File: src/rtl/dither_reload_pkg.sv
// Shared sizing for the dithered reload sequencer.
// Assumes a 16-bit integer reload and a 4-bit fraction, giving a 16-slot frame.
package dither_reload_pkg;
    localparam int unsigned INT_W  = 16;
    localparam int unsigned FRAC_W = 4;
    localparam int unsigned WORD_W = INT_W + FRAC_W;
    localparam int unsigned SLOTS  = 1 << FRAC_W;
endpackage

File: src/rtl/dither_slot_counter.sv
// Frame slot counter: steps once per period end while dithering runs.
// Assumes period_end is a single-cycle pulse. It returns to slot 0 whenever
// the counter is stopped or dithering is off. slot_nxt is the slot for the
// period that begins at the coming edge.
module dither_slot_counter #(
    parameter int unsigned FRAC_W = 4
) (
    input  logic              clk,
    input  logic              rst_n,
    input  logic              run,
    input  logic              dith_en,
    input  logic              period_end,
    output logic [FRAC_W-1:0] slot_q,
    output logic [FRAC_W-1:0] slot_nxt
);
    // next slot: cleared when idle, stepped (with natural wrap) at period end
    always_comb begin
        if (!run || !dith_en)
            slot_nxt = '0;
        else if (period_end)
            slot_nxt = slot_q + 1'b1;
        else
            slot_nxt = slot_q;
    end

    // slot register with synchronous active-low reset
    always_ff @(posedge clk) begin
        if (!rst_n)
            slot_q <= '0;
        else
            slot_q <= slot_nxt;
    end

    // each period end while dithering runs advances the slot by one
    a_r6_slot_step: assert property (@(posedge clk) disable iff (!rst_n)
        (run && dith_en && period_end) |=> (slot_q == FRAC_W'($past(slot_q) + 1'b1)));

    // a stopped counter or plain mode leaves the slot at zero
    a_r7_slot_cleared: assert property (@(posedge clk) disable iff (!rst_n)
        (!run || !dith_en) |=> (slot_q == '0));
endmodule

File: src/rtl/dither_slot_pattern.sv
// Spreading pattern: decides whether a slot receives the extra clock.
// The slot number is bit-reversed and compared with the fraction. This puts
// exactly 'frac' increments in each frame and spaces them as evenly as the
// frame allows. Purely combinational.
module dither_slot_pattern #(
    parameter int unsigned FRAC_W = 4
) (
    input  logic [FRAC_W-1:0] slot,
    input  logic [FRAC_W-1:0] frac,
    output logic              bump
);
    logic [FRAC_W-1:0] slot_rev;

    // wire-level bit reversal of the slot number
    for (genvar b = 0; b < FRAC_W; b++) begin : g_rev
        assign slot_rev[b] = slot[FRAC_W-1-b];
    end

    // extra clock when the reversed slot ranks below the fraction
    assign bump = (slot_rev < frac);
endmodule

File: src/rtl/dither_reload_calc.sv
// Reload arithmetic: splits the word, clamps oversized dither words, and adds
// the pattern's extra clock. In plain mode the low integer bits pass through.
// Assumes the clamped integer never exceeds all-ones minus one, so +1 cannot
// overflow.
module dither_reload_calc #(
    parameter int unsigned INT_W  = 16,
    parameter int unsigned FRAC_W = 4
) (
    input  logic [INT_W+FRAC_W-1:0] word,
    input  logic                    dith_en,
    input  logic [FRAC_W-1:0]       slot,
    output logic [INT_W-1:0]        reload
);
    localparam int unsigned WORD_W = INT_W + FRAC_W;
    localparam logic [INT_W-1:0]  INT_MAX  = {{(INT_W-1){1'b1}}, 1'b0};
    localparam logic [FRAC_W-1:0] FRAC_MAX = '1;

    logic [INT_W-1:0]  int_part;
    logic [FRAC_W-1:0] frac_part;
    logic              bump;

    // clamp: an all-ones integer field becomes the largest accepted word
    always_comb begin
        if (word[WORD_W-1:FRAC_W] == '1) begin
            int_part  = INT_MAX;
            frac_part = FRAC_MAX;
        end else begin
            int_part  = word[WORD_W-1:FRAC_W];
            frac_part = word[FRAC_W-1:0];
        end
    end

    dither_slot_pattern #(.FRAC_W(FRAC_W)) u_pattern (
        .slot (slot),
        .frac (frac_part),
        .bump (bump)
    );

    // select plain value or dithered integer plus the slot's extra clock
    always_comb begin
        if (dith_en)
            reload = int_part + INT_W'(bump);
        else
            reload = word[INT_W-1:0];
    end
endmodule

File: src/rtl/dither_reload_seq.sv
// Dithered reload period sequencer (top).
// Holds the reload for the period in progress and reloads it only at a period
// start: each period_end, or every cycle while the counter is stopped, so the
// first period after enable is ready. Assumes dith_en changes only while
// cnt_en is low and that period_end lasts one cycle.
module dither_reload_seq
    import dither_reload_pkg::*;
(
    input  logic              clk,
    input  logic              rst_n,
    input  logic [WORD_W-1:0] reload_word,
    input  logic              dith_en,
    input  logic              cnt_en,
    input  logic              period_end,
    output logic [INT_W-1:0]  eff_reload,
    output logic [FRAC_W-1:0] period_idx
);
    logic [FRAC_W-1:0] slot_nxt;
    logic [INT_W-1:0]  reload_nxt;
    logic              load_pt;

    dither_slot_counter #(.FRAC_W(FRAC_W)) u_slot (
        .clk        (clk),
        .rst_n      (rst_n),
        .run        (cnt_en),
        .dith_en    (dith_en),
        .period_end (period_end),
        .slot_q     (period_idx),
        .slot_nxt   (slot_nxt)
    );

    dither_reload_calc #(.INT_W(INT_W), .FRAC_W(FRAC_W)) u_calc (
        .word    (reload_word),
        .dith_en (dith_en),
        .slot    (slot_nxt),
        .reload  (reload_nxt)
    );

    // a new period starts at period end, or is pending while stopped
    assign load_pt = !cnt_en || period_end;

    // effective reload register, written only at a period start
    always_ff @(posedge clk) begin
        if (!rst_n)
            eff_reload <= '0;
        else if (load_pt)
            eff_reload <= reload_nxt;
    end

    // a running period keeps its reload until the period ends
    a_r8_hold_mid_period: assert property (@(posedge clk) disable iff (!rst_n)
        (cnt_en && !period_end) |=> $stable(eff_reload));

    // plain mode loads the low half of the word at a load point
    a_r2_plain_load: assert property (@(posedge clk) disable iff (!rst_n)
        (!dith_en && (!cnt_en || period_end)) |=> (eff_reload == $past(reload_word[INT_W-1:0])));

    // a dithered load stays within one clock above the integer part
    a_r3_within_one: assert property (@(posedge clk) disable iff (!rst_n)
        (dith_en && period_end && cnt_en && (reload_word[WORD_W-1:FRAC_W] != '1))
        |=> ((eff_reload == $past(reload_word[WORD_W-1:FRAC_W])) ||
             (eff_reload == INT_W'($past(reload_word[WORD_W-1:FRAC_W]) + 1'b1))));

    // a stopped counter always presents slot 0 on the index
    a_r9_stopped_slot0: assert property (@(posedge clk) disable iff (!rst_n)
        (!cnt_en) |=> (period_idx == '0));
endmodule

File: config.mk
export PLATFORM = sky130hd
export DESIGN_NAME = dither_reload_seq
export DESIGN_NICKNAME = d
export VERILOG_FILES = /design/src/rtl/dither_reload_pkg.sv /design/src/rtl/dither_slot_counter.sv /design/src/rtl/dither_slot_pattern.sv /design/src/rtl/dither_reload_calc.sv /design/src/rtl/dither_reload_seq.sv
export SDC_FILE = /design/constraint.sdc
export NUM_CORES = 1
export LEC_CHECK = 0
export CAP_MARGIN = 0
export CELL_PAD_IN_SITES_DETAIL_PLACEMENT = 1
export CELL_PAD_IN_SITES_GLOBAL_PLACEMENT = 1
export CORE_MARGIN = 4
export CORE_UTILIZATION = 44
export DETAILED_ROUTE_END_ITERATION = 8
export DONT_BUFFER_PORTS = 1
export GPL_TIMING_DRIVEN = 1
export PLACE_DENSITY = 0.78
export SYNTH_ARGS = -nofsm -noshare
export SYNTH_HDL_FRONTEND = slang
export SYNTH_SLANG_ARGS = --single-unit
File: constraint.sdc
create_clock -name clk -period 4.5 [get_ports clk]
set_clock_uncertainty 0.05 [all_clocks]
set_input_delay 0.9 -clock clk [delete_from_list [all_inputs] [get_ports clk]]
set_output_delay 0.9 -clock clk [all_outputs]
set_load 0.01 [all_outputs]
==> out/results.ini <==
[job]
cap_viol_max_count = 0

[drt]
first_pass_iters = 4
route.antenna.remaining_nets = 0
routed_via_density = 6.30
vias = 1160
wire_length_reported_by_the_detailed_router_mm = 3.67
dr.first_iter.drc_count = 48
remaining_drcs = 0
drt-wirelength-per-cell_um = 19.9

[pwr]
pwr_density_cell_nw_per_um2 = 274
vdd.ir_drop.worst_v = 0.000168
power.total_mw = 0.368
p_leak_nw = 0.511

[critical_path]
path_buf_inv = 0
worst_path_max_delay_cell = or3_4
worst-path-max-fanout = 6
setup.worst_path.class = primary input to flip-flop
critical-path-top-cell-by-count = ha_1
cell_by_cell_listing_of_the_critical_path = nand4_2, or3_4, nor4_4, nor2_1, ha_1, and3_1, a221oi_2, ha_1, ha_1, and3_1, and4bb_2, xor2_1, a221oi_1, nor2_1
endpoint_kind = flip-flop
cell_type_group_with_the_largest_total_delay_on_the_critical_path = simple AND/OR/NAND/NOR gates
critical-path-max-stage-delay_ns = 0.43
worst_setup_path_start_kind = primary input
worst_ep_arrival_time_ns = 4.10
critical_path_required_ns = 4.64

[placement]
globalplace.congestion = 0.839
post-dp-hpwl_mm = 2.86
preCtsSetupSlack_ns = 0.213
post_dp_cell_area_um2 = 1310
port-buffer-count = 0

[global_route]
grt_remaining_overflow = 0
vias_in_the_first_global_route = 1241
grt_antenna_before_repair = 0
track_usage_pct = 19.7
global_route.peak_usage_layer = met2
grt_util_met3_pct = 5.77
grt_start_max_net_pins = 23
use_met1_pct = 25.1
routing_usage_on_met2_pct = 31.7
grt_first_pass_wirelength_mm = 6.28

[clock_network]
cts_post_setup_buffers_inserted = 0
clock_slew_at_the_register_clock_pins_of_the_worst_setup_and_hold_paths_ns = 0.12
cts.hold.buffers_added = 0
cts_made_buffers = 3
clock_path_buffers = 2
tritoncts = built
cts-resized-gates = 0
clock-root-buffer = clkbuf_4
clkSinkCount = 20
htreeDepth = 1
worst_skew_late_latency_ns = 0.30

[synth]
yosys.cell_types.count = 34
seq_total_area_yosys_pct = 30.9
synth_nets = 190
yosys_most_used_dff = dfxtp_1
syn-instance-count = 158
yosys_warnings = 0
synth-async-reset-ratio_pct = 0
cell_area_after_technology_mapping_um2 = 1300
synth-edff-count = 0
postSynthRegisterBits = 20
syn_area_per_cell_um2 = 8.20

[die]
fp.dieArea_um2 = 3880
initial_utilization_pct = 46.6
num_rows = 19
die_h_um = 62.3
dieWidth_um = 62.3
core-area_um2 = 2780
io_pins = 45

[timing]
rsz0062_at_grt = no
final-setup-viol-count = 0
setup_slack_ns = 0.547
max_slew.worst_pin.slew_ns = 0.469
fmax_mhz = 253
final_min_period_over_clock_period_pct = 87.8
final-hold-violation-count = 0
setup_tns_ns = 0
post-route-min-period_ns = 3.95
timing_max_transition_violations_final = 0
relSlewSlack_pct = 68.7

[finish]
layout-drive-gt1-share_pct = 7.84
final_nets = 186
diodes = 0
final_cell_mix = dfxtp_1, nor2_1, nand2_1
finalInstanceArea_um2 = 1340
final_common_cell = dfxtp_1
area_growth_syn_to_layout_pct = 3.48

[worst_hold_path]
holdCritPathClass = flip-flop to flip-flop

[outcome]
status = complete, no violations

[worst register-to-register path, cell delays in order (launching register included)]
cell and delay [ns]:
dfxtp_1 0.48, ha_1 0.28, mux2i_1 0.18, nor2_1 0.06, ha_1 0.31, and3_1 0.20, a221oi_2 0.30, ha_1 0.23
ha_1 0.18, and3_1 0.29, and4bb_2 0.26, xor2_1 0.06, a221oi_1 0.27, nor2_1 0.06
[sequential cells by signal, indices dropped and copies added (netlist names)]
register and cells:
eff_reload 16, u_slot.slot_q 4
[where the power goes]
group          switching [mW]  internal, mW
combinational          0.0304        0.0254
sequential             0.0137         0.189
clock                  0.0598        0.0493
total                   0.104         0.264
[stage by stage]
step	hold slack [ns]	util, %	instances
after floorplan	0.426	-	158
after CTS	0.480	48.2	184
after global placement	0.443	46.9	180
after global routing	0.513	48.2	184
final	0.471	48.2	184
after detailed placement	0.463	46.9	180
[routing by layer]
metal  wire [um]  share of wire (%)
met5           0                  0
met4          19               0.52
met2        1750                 48
met3         238                6.5
met1        1660                 45
[cells in the mapped netlist (2+ instances only)]
| master | count | area share (%) |
|---|---|---|
| nand2_1 | 12 | 3.5 |
| clkbuf_1 | 8 | 2.3 |
| inv_1 | 2 | 0.58 |
| a221oi_1 | 4 | 2.7 |
| a21oi_1 | 7 | 2.7 |
| and3_1 | 4 | 1.9 |
| nor3_1 | 7 | 2.7 |
| or3_1 | 5 | 2.4 |
| nand3_1 | 7 | 2.7 |
| xnor2_1 | 6 | 4.1 |
| xor2_1 | 10 | 6.8 |
| dfxtp_1 | 20 | 31 |
| ha_1 | 7 | 6.8 |
| o211ai_1 | 3 | 1.7 |
| o22ai_1 | 3 | 1.4 |
| nor3b_1 | 5 | 2.9 |
| nand4_1 | 3 | 1.4 |
| buf_1 | 2 | 0.58 |
| o21ai_0 | 7 | 2.7 |
| nand2b_1 | 2 | 0.97 |
| mux2i_1 | 3 | 2.3 |
| a211oi_1 | 4 | 2.3 |
| nor2_1 | 16 | 4.6 |
[logic make-up after synthesis]
family	count (synthesis)	synth area share (%)
xor+xnor	16	10.8
buf+inv	12	3.48
mux	3	2.32
fa+ha+maj	7	6.76
compound gates	31	16.0
flops	20	30.9
simple gates	69	29.7
[area by class of cell]
cell class | count | area (um2)
timing repair buffer | 1 | 7.51
sequential | 20 | 400
inverter | 2 | 7.51
tap | 31 | 38.8
fill | 344 | 1440
clock buffer | 4 | 36.3
multi-input combinational | 126 | 851
[final timing paths]
| path | cells after the start | endpoint | slack, ns | startpoint |
|---|---|---|---|---|
| worst max-delay path | 14 | eff_reload[12] | 0.55 | reload_word[14] |
| worst min-delay path | 2 | eff_reload[5] | 0.47 | eff_reload[5] |
| worst max register to register | 13 | eff_reload[12] | 1.18 | u_slot.slot_q[0] |
| worst min register to register | 2 | eff_reload[5] | 0.47 | eff_reload[5] |
No activity file was read; power rests on OpenSTA's default activity.
